==> config.mk <==
export PLATFORM = sky130hd
export DESIGN_NAME = ata_pio_engine
export DESIGN_NICKNAME = d
export VERILOG_FILES = /design/src/rtl/ata_pio_pkg.sv /design/src/rtl/ata_pio_cfg.sv /design/src/rtl/ata_pio_seq.sv /design/src/rtl/ata_pio_bus.sv /design/src/rtl/ata_pio_engine.sv
export SDC_FILE = /design/constraint.sdc
export NUM_CORES = 1
export LEC_CHECK = 0
export BUFFER_PORTS_ARGS = -buffer_cell sky130_fd_sc_hd__buf_2
export CORE_ASPECT_RATIO = 1.75
export CORE_UTILIZATION = 40
export DETAILED_ROUTE_END_ITERATION = 8
export RECOVER_POWER = 25
export SLEW_MARGIN = 20
export SYNTH_ARGS = -nofsm -noshare
export SYNTH_HDL_FRONTEND = slang
export SYNTH_SLANG_ARGS = --single-unit
==> constraint.sdc <==
create_clock -name clk -period 4.9 [get_ports clk]
set_input_delay 0.735 -clock clk [delete_from_list [all_inputs] [get_ports clk]]
set_output_delay 0.735 -clock clk [all_outputs]
set_load 0.02 [all_outputs]
==> src/rtl/ata_pio_pkg.sv <==
package ata_pio_pkg;

  localparam int FIELD_W = 8;
  localparam int WORD_W  = 4 * FIELD_W;

  typedef enum logic [2:0] {
    SQ_IDLE   = 3'd0,
    SQ_SETUP  = 3'd1,
    SQ_STROBE = 3'd2,
    SQ_HOLD   = 3'd3,
    SQ_RECOV  = 3'd4
  } seq_state_t;

  // word A: total cycle, byte strobe, word strobe, recovery
  typedef struct packed {
    logic [FIELD_W-1:0] cyc_min;
    logic [FIELD_W-1:0] strobe8;
    logic [FIELD_W-1:0] strobe16;
    logic [FIELD_W-1:0] recov;
  } timing_a_t;

  // word B: hold, setup, ready sample delay, unused
  typedef struct packed {
    logic [FIELD_W-1:0] hold;
    logic [FIELD_W-1:0] setup;
    logic [FIELD_W-1:0] rdy_delay;
    logic [FIELD_W-1:0] spare;
  } timing_b_t;

  function automatic logic [FIELD_W-1:0] at_least_one(input logic [FIELD_W-1:0] v);
    return (v == '0) ? FIELD_W'(1) : v;
  endfunction

endpackage

==> src/rtl/ata_pio_cfg.sv <==
module ata_pio_cfg
  import ata_pio_pkg::*;
(
  input  logic              clk,
  input  logic              rst_n,
  input  logic              cfg_we,
  input  logic [1:0]        cfg_sel,
  input  logic [WORD_W-1:0] cfg_wdata,
  output logic [WORD_W-1:0] tim_a,
  output logic [WORD_W-1:0] tim_b,
  output logic              smr,
  output logic              iordy_en
);

  localparam logic [1:0] SEL_A    = 2'd0;
  localparam logic [1:0] SEL_B    = 2'd1;
  localparam logic [1:0] SEL_CTRL = 2'd2;

  always_ff @(posedge clk or negedge rst_n) begin
    if (!rst_n) begin
      tim_a    <= '0;
      tim_b    <= '0;
      smr      <= 1'b0;
      iordy_en <= 1'b0;
    end else if (cfg_we) begin
      case (cfg_sel)
        SEL_A:    tim_a <= cfg_wdata;
        SEL_B:    tim_b <= cfg_wdata;
        SEL_CTRL: begin
          smr      <= cfg_wdata[0];
          iordy_en <= cfg_wdata[1];
        end
        default: ;
      endcase
    end
  end

endmodule

==> src/rtl/ata_pio_seq.sv <==
module ata_pio_seq
  import ata_pio_pkg::*;
#(
  parameter int CNT_W = 10
) (
  input  logic              clk,
  input  logic              rst_n,
  input  logic              smr,
  input  logic              iordy_en,
  input  logic              iordy,
  input  logic              start,
  input  logic              wide,
  input  logic [WORD_W-1:0] tim_a,
  input  logic [WORD_W-1:0] tim_b,
  output seq_state_t        state,
  output logic              strobe_done
);

  timing_a_t ta;
  timing_b_t tb;
  assign ta = timing_a_t'(tim_a);
  assign tb = timing_b_t'(tim_b);

  // per-transaction snapshot of the timing fields (zero already raised to one)
  logic [FIELD_W-1:0] s_strobe, s_hold, s_recov, s_delay, s_min;
  logic [FIELD_W-1:0] pcnt;   // cycles left in setup / hold after this one
  logic [FIELD_W-1:0] rcnt;   // recovery cycles left after this one
  logic [CNT_W-1:0]   scnt;   // strobe cycles elapsed before this one
  logic [CNT_W-1:0]   tcnt;   // index of the current cycle since acceptance
  logic [CNT_W-1:0]   scnt_nx, tcnt_nx;
  logic               strobe_reached, iordy_hold, leave_ok;
  logic [FIELD_W-1:0] setup_len;

  assign setup_len      = at_least_one(tb.setup);
  assign scnt_nx        = (scnt == '1) ? scnt : scnt + 1'b1;
  assign tcnt_nx        = (tcnt == '1) ? tcnt : tcnt + 1'b1;
  assign strobe_reached = scnt_nx >= CNT_W'(s_strobe);
  assign iordy_hold     = iordy_en && (scnt_nx >= CNT_W'(s_delay)) && !iordy;
  assign strobe_done    = !smr && (state == SQ_STROBE) && strobe_reached && !iordy_hold;
  assign leave_ok       = (rcnt == '0) && (tcnt >= CNT_W'(s_min));

  always_ff @(posedge clk or negedge rst_n) begin
    if (!rst_n) begin
      state    <= SQ_IDLE;
      pcnt     <= '0;
      rcnt     <= '0;
      scnt     <= '0;
      tcnt     <= '0;
      s_strobe <= FIELD_W'(1);
      s_hold   <= FIELD_W'(1);
      s_recov  <= FIELD_W'(1);
      s_delay  <= FIELD_W'(1);
      s_min    <= FIELD_W'(1);
    end else if (smr) begin
      state <= SQ_IDLE;
      pcnt  <= '0;
      rcnt  <= '0;
      scnt  <= '0;
      tcnt  <= '0;
    end else begin
      case (state)
        SQ_IDLE: begin
          if (start) begin
            state    <= SQ_SETUP;
            pcnt     <= setup_len - 1'b1;
            tcnt     <= CNT_W'(1);
            s_strobe <= at_least_one(wide ? ta.strobe16 : ta.strobe8);
            s_hold   <= at_least_one(tb.hold);
            s_recov  <= at_least_one(ta.recov);
            s_delay  <= at_least_one(tb.rdy_delay);
            s_min    <= at_least_one(ta.cyc_min);
          end
        end
        SQ_SETUP: begin
          tcnt <= tcnt_nx;
          if (pcnt == '0) begin
            state <= SQ_STROBE;
            scnt  <= '0;
          end else begin
            pcnt <= pcnt - 1'b1;
          end
        end
        SQ_STROBE: begin
          tcnt <= tcnt_nx;
          if (strobe_done) begin
            state <= SQ_HOLD;
            pcnt  <= s_hold - 1'b1;
            rcnt  <= s_recov - 1'b1;
          end else begin
            scnt <= scnt_nx;
          end
        end
        SQ_HOLD: begin
          tcnt <= tcnt_nx;
          if (rcnt != '0) rcnt <= rcnt - 1'b1;
          if (pcnt == '0) begin
            state <= leave_ok ? SQ_IDLE : SQ_RECOV;
          end else begin
            pcnt <= pcnt - 1'b1;
          end
        end
        SQ_RECOV: begin
          tcnt <= tcnt_nx;
          if (rcnt != '0) rcnt <= rcnt - 1'b1;
          if (leave_ok) state <= SQ_IDLE;
        end
        default: state <= SQ_IDLE;
      endcase
    end
  end

endmodule

==> src/rtl/ata_pio_bus.sv <==
module ata_pio_bus
  import ata_pio_pkg::*;
#(
  parameter int ADDR_W = 4,
  parameter int DATA_W = 16
) (
  input  logic              clk,
  input  logic              rst_n,
  input  logic              smr,
  input  logic              start,
  input  logic [ADDR_W-1:0] req_addr,
  input  logic              req_write,
  input  logic              req_wide,
  input  logic [DATA_W-1:0] req_wdata,
  input  seq_state_t        state,
  input  logic              strobe_done,
  input  logic [DATA_W-1:0] dd_in,
  output logic [1:0]        cs_n,
  output logic [ADDR_W-2:0] da,
  output logic              dior_n,
  output logic              diow_n,
  output logic [DATA_W-1:0] dd_out,
  output logic              dd_oe,
  output logic              rsp_valid,
  output logic [DATA_W-1:0] rsp_rdata
);

  localparam int LANE_W = DATA_W / 2;

  logic [ADDR_W-1:0] addr_q;
  logic              wr_q, wide_q;
  logic [DATA_W-1:0] wdata_q;
  logic              active;

  assign active = (state == SQ_SETUP) || (state == SQ_STROBE) || (state == SQ_HOLD);

  always_ff @(posedge clk or negedge rst_n) begin
    if (!rst_n) begin
      addr_q  <= '0;
      wr_q    <= 1'b0;
      wide_q  <= 1'b0;
      wdata_q <= '0;
    end else if (start) begin
      addr_q  <= req_addr;
      wr_q    <= req_write;
      wide_q  <= req_wide;
      wdata_q <= req_wide ? req_wdata : {{LANE_W{1'b0}}, req_wdata[LANE_W-1:0]};
    end
  end

  always_ff @(posedge clk or negedge rst_n) begin
    if (!rst_n) begin
      rsp_valid <= 1'b0;
      rsp_rdata <= '0;
    end else if (smr) begin
      rsp_valid <= 1'b0;
    end else if (strobe_done && !wr_q) begin
      rsp_valid <= 1'b1;
      rsp_rdata <= wide_q ? dd_in : {{LANE_W{1'b0}}, dd_in[LANE_W-1:0]};
    end else begin
      rsp_valid <= 1'b0;
    end
  end

  for (genvar g = 0; g < 2; g++) begin : g_cs
    assign cs_n[g] = !(active && (addr_q[ADDR_W-1] == 1'(g)));
  end

  assign da     = addr_q[ADDR_W-2:0];
  assign dior_n = !((state == SQ_STROBE) && !wr_q);
  assign diow_n = !((state == SQ_STROBE) && wr_q);
  assign dd_oe  = active && wr_q;
  assign dd_out = dd_oe ? wdata_q : '0;

endmodule

==> src/rtl/ata_pio_engine.sv <==
module ata_pio_engine
  import ata_pio_pkg::*;
#(
  parameter int ADDR_W = 4,
  parameter int DATA_W = 16,
  parameter int CNT_W  = 10
) (
  input  logic              clk,
  input  logic              rst_n,
  input  logic              cfg_we,
  input  logic [1:0]        cfg_sel,
  input  logic [WORD_W-1:0] cfg_wdata,
  input  logic              req_valid,
  output logic              req_ready,
  input  logic [ADDR_W-1:0] req_addr,
  input  logic              req_write,
  input  logic              req_wide,
  input  logic [DATA_W-1:0] req_wdata,
  output logic              rsp_valid,
  output logic [DATA_W-1:0] rsp_rdata,
  output logic              busy,
  output logic              ata_cs0_n,
  output logic              ata_cs1_n,
  output logic [ADDR_W-2:0] ata_da,
  output logic              ata_dior_n,
  output logic              ata_diow_n,
  input  logic              ata_iordy,
  input  logic [DATA_W-1:0] ata_dd_in,
  output logic [DATA_W-1:0] ata_dd_out,
  output logic              ata_dd_oe
);

  logic [WORD_W-1:0] tim_a, tim_b;
  logic              smr_q, iordy_en;
  logic              start, strobe_done;
  logic [1:0]        cs_n;
  seq_state_t        state;

  assign req_ready = (state == SQ_IDLE) && !smr_q;
  assign start     = req_valid && req_ready;
  assign busy      = (state != SQ_IDLE);
  assign ata_cs0_n = cs_n[0];
  assign ata_cs1_n = cs_n[1];

  ata_pio_cfg u_cfg (
    .clk      (clk),
    .rst_n    (rst_n),
    .cfg_we   (cfg_we),
    .cfg_sel  (cfg_sel),
    .cfg_wdata(cfg_wdata),
    .tim_a    (tim_a),
    .tim_b    (tim_b),
    .smr      (smr_q),
    .iordy_en (iordy_en)
  );

  ata_pio_seq #(.CNT_W(CNT_W)) u_seq (
    .clk        (clk),
    .rst_n      (rst_n),
    .smr        (smr_q),
    .iordy_en   (iordy_en),
    .iordy      (ata_iordy),
    .start      (start),
    .wide       (req_wide),
    .tim_a      (tim_a),
    .tim_b      (tim_b),
    .state      (state),
    .strobe_done(strobe_done)
  );

  ata_pio_bus #(.ADDR_W(ADDR_W), .DATA_W(DATA_W)) u_bus (
    .clk        (clk),
    .rst_n      (rst_n),
    .smr        (smr_q),
    .start      (start),
    .req_addr   (req_addr),
    .req_write  (req_write),
    .req_wide   (req_wide),
    .req_wdata  (req_wdata),
    .state      (state),
    .strobe_done(strobe_done),
    .dd_in      (ata_dd_in),
    .cs_n       (cs_n),
    .da         (ata_da),
    .dior_n     (ata_dior_n),
    .diow_n     (ata_diow_n),
    .dd_out     (ata_dd_out),
    .dd_oe      (ata_dd_oe),
    .rsp_valid  (rsp_valid),
    .rsp_rdata  (rsp_rdata)
  );

endmodule

==> summary.md, run 1 <==
| Metric | Value |
|---|---|
| CP arrival | `4.47 ns` |
| P per Cell Area | `528 nW/um2` |
| Final core utilization | `47.8%` |
| Crit path buffers/inverters | `2` |
| Instance count on the critical path | `15` |
| Hold Crit Start | `u_bus.wdata_q[13]` |
| Routed WL | `21200 um` |
| Unrepaired setup endpoints after global routing | `no` |
| Commonest non-fill, non-tap cell in the layout | `dfrtp_1` |
| Fin. Hold Viols | `0` |
| DIE WIDTH | `116 um` |
| Crit path cell chain | `ha_1 -> nand2_1 -> nor4_1 -> buf_4 -> nor2_1 -> nand3_1 -> or3_1 -> xnor2_1 -> ha_1 -> a21oi_1 -> o311a_1 -> a21oi_1 -> nor3_1 -> buf_4 -> mux2_2` |
| Leak | `4.85 nW` |
| Failing checks | `capacitance limit, slew limit` |
| Die Ht | `202 um` |
| Layout fillers | `2145` |
| Initial Utilization | `41.0%` |
| Total nets after synthesis | `963` |
| Final Non-Filler Cells | `1277` |
| Root Buffer | `clkbuf_16` |
| DRC viols | `0` |
| CP endpoint kind | `register` |
| Slew HR | `-71.6%` |
| Worst VDD drop | `0.000326 V` |
| TritonRoute pass-1 iters | `4` |
| Area Growth Syn to Fin | `16.7%` |
| Worst-path maximum fanout | `9` |
| Commonest register cell after synthesis | `dfrtp_1` |
| Final HPWL DP | `15300 um` |
| Worst slew pin tran | `2.57 ns` |
| Vias in the first global route | `7101` |
| Synth cell types | `70` |
| Crit path max-delay family | `simple AND/OR/NAND/NOR gates` |
| Wire length per cell | `16.6 um` |
| Clk Latency, worst-skew pair | `0.44 ns` |
| Initial DRC count | `255` |
| Final-report max-slew violation count | `100` |
| Num Clock Sinks | `176` |
| Floorplan core area | `22300 um2` |
| Vias per cell | `5.37` |
| Fin nets | `1073` |
| CTS Hold Bufs | `0` |
| Status | `finished, violations left` |
| Post-synth design cell area | `9120 um2` |
| # setup viols final | `0` |
| Worst Path Required | `5.23 ns` |
| Cell depth of the worst flop-to-flop path | `15` |
| Worst path slowest cell | `nor3_1` |
| Clk buf depth | `2` |
| Setup TNS | `0 ns` |
| RR Startpoint | `u_seq.scnt[0]` |
| Worst-path clk slew | `0.07 ns` |
| Syn Inst Count | `858` |
| IO Port Bufs | `119` |
| Asr flop ratio synth | `100%` |
| Slack of the worst reg-to-reg path | `0.75 ns` |
| Worst setup SP type | `register` |
| CTS tree | `built` |
| Antenna violations before repair | `0` |
| CTS H-tree depth | `4` |
| Achievable clock frequency | `0.241 GHz` |
| Layout cell share with drive strength beyond 1 | `30.3%` |
| Synthesized area per cell | `10.6 um2` |
| Crit path time final | `4.15 ns` |
| CP Launch Point | `u_seq.scnt[0]` |
| DR vias | `6852` |
| Hold Crit Class | `register to register` |
| Fin Clk Skew | `0.0122 ns` |
| Worst setup endpoint | `u_seq.rcnt[2]` |
| Setup Fix Bufs, Post-CTS | `0` |
| Grt ovf | `0` |
| Number of synthesized flops with an enable pin | `0` |
| DRT antenna net count | `0` |
| Final period utilization | `84.7%` |
| Gpl congestion | `0.867` |
| Register area share after synthesis | `48.3%` |
| First-pass GRT wire length | `35300 um` |
| Post-Place Cells | `1245` |
| Largest net degree at the start of global routing | `101` |
| CTS Buf Count | `17` |
| Critical path class | `register to register` |
| Yosys warnings | `0` |
| Slowest stage delay, CP | `0.57 ns` |
| Std cell rows | `72` |
| Most frequent cells in the layout | `dfrtp_1 (171), buf_2 (117), mux2_2 (115)` |
| Max Cap Violations | `1` |
| Total GRT Usage | `19.5%` |
| Ports | `120` |
| Die area | `23400 um2` |
| Total power | `5.62 mW` |
| Worst reg2reg path endpoint | `u_seq.rcnt[2]` |
| Yosys reg bits | `176` |
| # diodes | `0` |
| # resized after CTS | `0` |
## state kept, by name (all words and copies together), names as in the netlist, 10 cells and up
register         flops
u_cfg.tim_a         32
u_bus.rsp_rdata     16
u_seq.tcnt          10
u_cfg.tim_b         24
u_seq.scnt          10
u_bus.wdata_q       16
## worst min path at each step
stage | to | cells past startpoint | slack [ns]
2_1_floorplan | u_bus.addr_q[0] | 0 | 0.44
3_3_place_gp | u_bus.wdata_q[12] | 2 | 0.46
3_5_place_dp | u_bus.wdata_q[13] | 2 | 0.47
4_1_cts | u_bus.rsp_rdata[4] | 1 | 0.45
5_1_grt | u_seq.s_strobe[6] | 2 | 0.50
6_report | u_bus.wdata_q[13] | 2 | 0.48
## layer usage
metal	up-vias	routed length (um)	track usage [%]
met5	-	0	0
met4	0	515	7.83
met3	30	706	3.75
met2	141	11400	35.1
met1	3377	8530	22.2
li1	3304	-	-
## cell type report
type | instances | area (um2) | share of cell area, %
inverter | 51 | 191 | 1.80
tap | 296 | 370 | 3.48
clock inverter | 14 | 181 | 1.70
timing repair buffer | 132 | 717 | 6.74
clock buffer | 18 | 429 | 4.03
multi-input combinational | 590 | 4340 | 40.8
sequential | 176 | 4410 | 41.4
## report_power, final
group	switching, mW	internal [mW]
Combinational	1.02	0.898
Sequential	0.388	1.90
Clock	0.601	0.810
## synthesized netlist by cell type, types with 10 or more instances
cell type | instances | area share (%)
a21oi_1 | 36 | 2.0
and3_1 | 21 | 1.4
clkbuf_1 | 31 | 1.3
dfrtp_1 | 171 | 47
ha_1 | 28 | 3.8
inv_1 | 51 | 2.1
mux2_2 | 115 | 14
mux2i_1 | 15 | 1.6
nand2_1 | 68 | 2.8
nand2b_1 | 11 | 0.75
nand3_1 | 12 | 0.66
nor2_1 | 38 | 1.6
nor2b_1 | 17 | 1.2
nor3_1 | 17 | 0.93
nor4_1 | 13 | 0.89
o21ai_0 | 59 | 3.2
o31ai_1 | 10 | 0.82
## per-stage QoR
stage / instance area [um2] / hold WS (ns) / worst slack, ns
floorplan: 9120 / 0.439 / 0.909
global route: 10600 / 0.502 / 0.434
CTS: 10600 / 0.448 / 0.780
global placement: 10000 / 0.456 / 0.919
finish: 10600 / 0.478 / 0.751
detailed placement: 10000 / 0.468 / 0.814
## tightest hold or removal path, stage by stage, from the launching register on
cell	delay (ns)
dfrtp_1	0.34
nand2_1	0.04
o21ai_0	0.06
## cell families after synthesis
| group | Yosys count | share of synthesized area [%] |
|---|---|---|
| compound gates | 175 | 12.5 |
| xor+xnor | 12 | 1.15 |
| fa+ha+maj | 28 | 3.84 |
| buf+inv | 92 | 4.14 |
| flops | 176 | 48.3 |
| mux | 131 | 16.0 |
| simple gates | 244 | 14.1 |
Note: power is estimated with default switching activity, not from simulation.
==> run 2, diff against run 1 <==
==> constraint.sdc (replaced) <==
create_clock -name clk -period 3.8 [get_ports clk]
set_input_delay 0.57 -clock clk [delete_from_list [all_inputs] [get_ports clk]]
set_output_delay 0.57 -clock clk [all_outputs]
set_load 0.02 [all_outputs]
==> run 2 against run 1 <==
Combinational power is 36% higher. Clock power is 24% higher. Hold slack worse by 0.12 ns. Sequential power is 27% higher. Fmax is 15% higher. Final area is 2.0% higher. Register-to-register slack worse by 0.55 ns. Largest cell class unchanged. Critical path depth is 1 higher. The run still ends with capacitance limit, slew limit left. Core utilization is 0.96 points higher. First-iteration DRC count is 18% higher. Critical path type unchanged. Sequential share of layout area is 0.82 points lower. Total power is 29% higher.
==> summary.md, run 2 (synthesis results as in run 1) <==
| Metric | Value |
|---|---|
| Fin Clk Skew | `0.0116 ns (-0.000592 ns)` |
| Top Registers | `u_cfg.tim_a: 32 flops, u_cfg.tim_b: 24 flops` |
| Fin. Hold Viols | `0 (unchanged)` |
| Final core utilization | `48.8% (+0.96 points)` |
| Leak | `4.99 nW (+2.9%)` |
| Root Buffer | `clkbuf_16` |
| Failing checks | `capacitance limit, slew limit` |
| Largest net degree at the start of global routing | `87 (-14%)` |
| Worst path slowest cell | `dfrtp_1` |
| DR vias | `6953 (+1.5%)` |
| Post-Place Cells | `1265 (+1.6%)` |
| Wire length per cell | `16.7 um (+0.59%)` |
| Max reg flops | `32 (unchanged)` |
| Routed WL | `21700 um (+2.2%)` |
| WL met3 | `658 um (-6.8%)` |
| Crit path cell chain | `ha_1 -> nand2_1 -> nor4_4 -> nor2_2 -> nand3_2 -> or3_4 -> xnor2_2 -> ha_1 -> nand2_1 -> a31o_2 -> o311a_1 -> a21boi_1 -> or2_1 -> nor4_4 -> buf_12 -> mux2_1` |
| Clk Latency, worst-skew pair | `0.43 ns (about the same)` |
| Initial Utilization | `41.0% (unchanged)` |
| Area of the multi-input gates | `4390 um2 (+1.2%)` |
| DRC viols | `0 (unchanged)` |
| DIE WIDTH | `116 um (unchanged)` |
| TritonRoute pass-1 iters | `4 (unchanged)` |
| Status | `finished, violations left` |
| Grt ovf | `0 (unchanged)` |
| Largest Register | `u_cfg.tim_a` |
| Final period utilization | `94.7% (+10 points)` |
| CP endpoint kind | `register` |
| Setup TNS | `0 ns (unchanged)` |
| Final Non-Filler Cells | `1298 (+1.6%)` |
| Layout cell share with drive strength beyond 1 | `32.5% (+2.3 points)` |
| Area Growth Syn to Fin | `19.0%` |
| Highest routed layer | `met4` |
| Worst slew pin tran | `2.23 ns (-0.345 ns)` |
| Crit path time final | `3.60 ns (-0.549 ns)` |
| Most frequent cells in the layout | `dfrtp_1 (171), buf_2 (117), mux2_2 (115)` |
| Clk buf depth | `2 (unchanged)` |
| Ports | `120 (unchanged)` |
| Vias in the first global route | `7052 (-0.69%)` |
| Worst setup SP type | `register` |
| Commonest non-fill, non-tap cell in the layout | `dfrtp_1` |
| CTS tree | `built` |
| Worst-path maximum fanout | `10 (+1)` |
| Antenna violations before repair | `0 (unchanged)` |
| Worst-path clk slew | `0.06 ns (about the same)` |
| CP arrival | `3.91 ns (-0.56 ns)` |
| Final WS setup | `0.200 ns (-0.551 ns)` |
| Total GRT Usage | `19.8% (+0.23 points)` |
| Final-report max-slew violation count | `86 (-14%)` |
| Die area | `23400 um2 (unchanged)` |
| Place WS | `0.135 ns (-0.679 ns)` |
| Routed met1 length | `8810 um (+3.2%)` |
| Achievable clock frequency | `0.278 GHz (+15%)` |
| Num Clock Sinks | `176 (unchanged)` |
| Gpl congestion | `0.857 (-1.2%)` |
| Floorplan core area | `22300 um2 (unchanged)` |
| Layout fillers | `2113 (-1.5%)` |
| Met2 WL | `11800 um (+2.8%)` |
| CTS H-tree depth | `4 (unchanged)` |
| Critical path class | `register to register` |
| First-pass GRT wire length | `36000 um (+1.8%)` |
| IO Port Bufs | `119 (unchanged)` |
| Area occupied by registers | `4410 um2 (unchanged)` |
| Slowest stage delay, CP | `0.41 ns (-0.16 ns)` |
| Worst VDD drop | `0.000510 V (+57%)` |
| Hold Crit Class | `input pin to register` |
| Fin nets | `1094 (+2.0%)` |
| Worst Path Required | `4.11 ns (-1.12 ns)` |
| Std cell rows | `72 (unchanged)` |
| CTS Buf Count | `17 (unchanged)` |
| Vias per cell | `5.36 (-0.17%)` |
| # setup viols final | `0 (unchanged)` |
| Slew HR | `-48.6% (+23 points)` |
| # diodes | `0 (unchanged)` |
| Die Ht | `202 um (unchanged)` |
| DRT antenna net count | `0 (unchanged)` |
| P per Cell Area | `668 nW/um2 (+27%)` |
| Final HPWL DP | `16000 um (+4.6%)` |
| Max Cap Violations | `1 (unchanged)` |
| Initial DRC count | `302 (+18%)` |
| CTS Hold Bufs | `0 (unchanged)` |
[run 2: cell types whose count changed in the layout (fill, tap and decap cells not counted), moves of 2 or more]
cell,previous run,this run
clkbuf_8,0,2
buf_12,2,4
xnor2_1,6,4
clkinv_2,1,3
xnor2_2,0,2
clkinv_4,4,2
buf_4,11,30
[run 2: power breakdown]
part	switching, mW	leakage, nW	total [mW]	internal (mW)
Sequential	0.455	2.18	2.91	2.45
Combinational	1.39	2.54	2.59	1.20
Clock	0.745	0.283	1.75	1.01
Total	2.59	4.99	7.25	4.66
[run 2: final timing paths]
check	start	to	slack [ns]	cells after the start
max	u_seq.scnt[1]	u_bus.rsp_rdata[7]	0.20	16
min	ata_dd_in[7]	u_bus.rsp_rdata[7]	0.36	2
max reg2reg	u_seq.scnt[1]	u_bus.rsp_rdata[7]	0.20	16
max in group asynchronous	rst_n	u_seq.scnt[1]	1.70	1
min in group asynchronous	rst_n	u_bus.rsp_rdata[0]	0.78	1
min reg2reg	u_bus.wdata_q[14]	u_bus.wdata_q[14]	0.48	2
[run 2: cell type report]
type                    instances  share of cell area [%]
repair buffers                153                    8.29
multi-input cells             590                    40.5
well taps                     296                    3.41
inverters                      51                    1.76
clock buffers                  20                    4.21
flip-flops and latches        176                    40.6
clock inverters                12                    1.22
[run 2: metrics by stage]
stage / power [mW] / hold WS (ns) / cell area, um2
global placement: 5.48 / 0.459 / 10200
finish: 7.25 / 0.361 / 10900
CTS: 7.32 / 0.237 / 10800
global route: 7.76 / 0.349 / 10900
floorplan: 4.75 / 0.274 / 9130
detailed placement: 5.55 / 0.465 / 10200
[run 2: routing by layer]
metal | GRT usage (%) | vias to the layer above
met4 | 7.14 | 0
li1 | - | 3356
met3 | 3.21 | 29
met5 | 0 | -
met2 | 35.0 | 156
met1 | 23.7 | 3412
[run 2: timing repair]
item / 4_1_cts / 5_1_grt
endpoints found under the hold margin: 0 / 0
setup endpoints to repair: 0 / 35
buffers inserted: 0 / 1
resized for setup: 0 / 10
[run 2: worst max-delay path, delay by kind of cell (launching register included)]
kind | cells | cell delay (ns)
multiplexers | 1 | 0.32
adder cells (fa/ha/maj) | 2 | 0.52
flip-flops | 1 | 0.41
XOR/XNOR | 1 | 0.15
buffers and inverters | 1 | 0.20
AND/OR/NAND/NOR | 8 | 1.47
AO/OA/AOI/OAI | 3 | 0.39
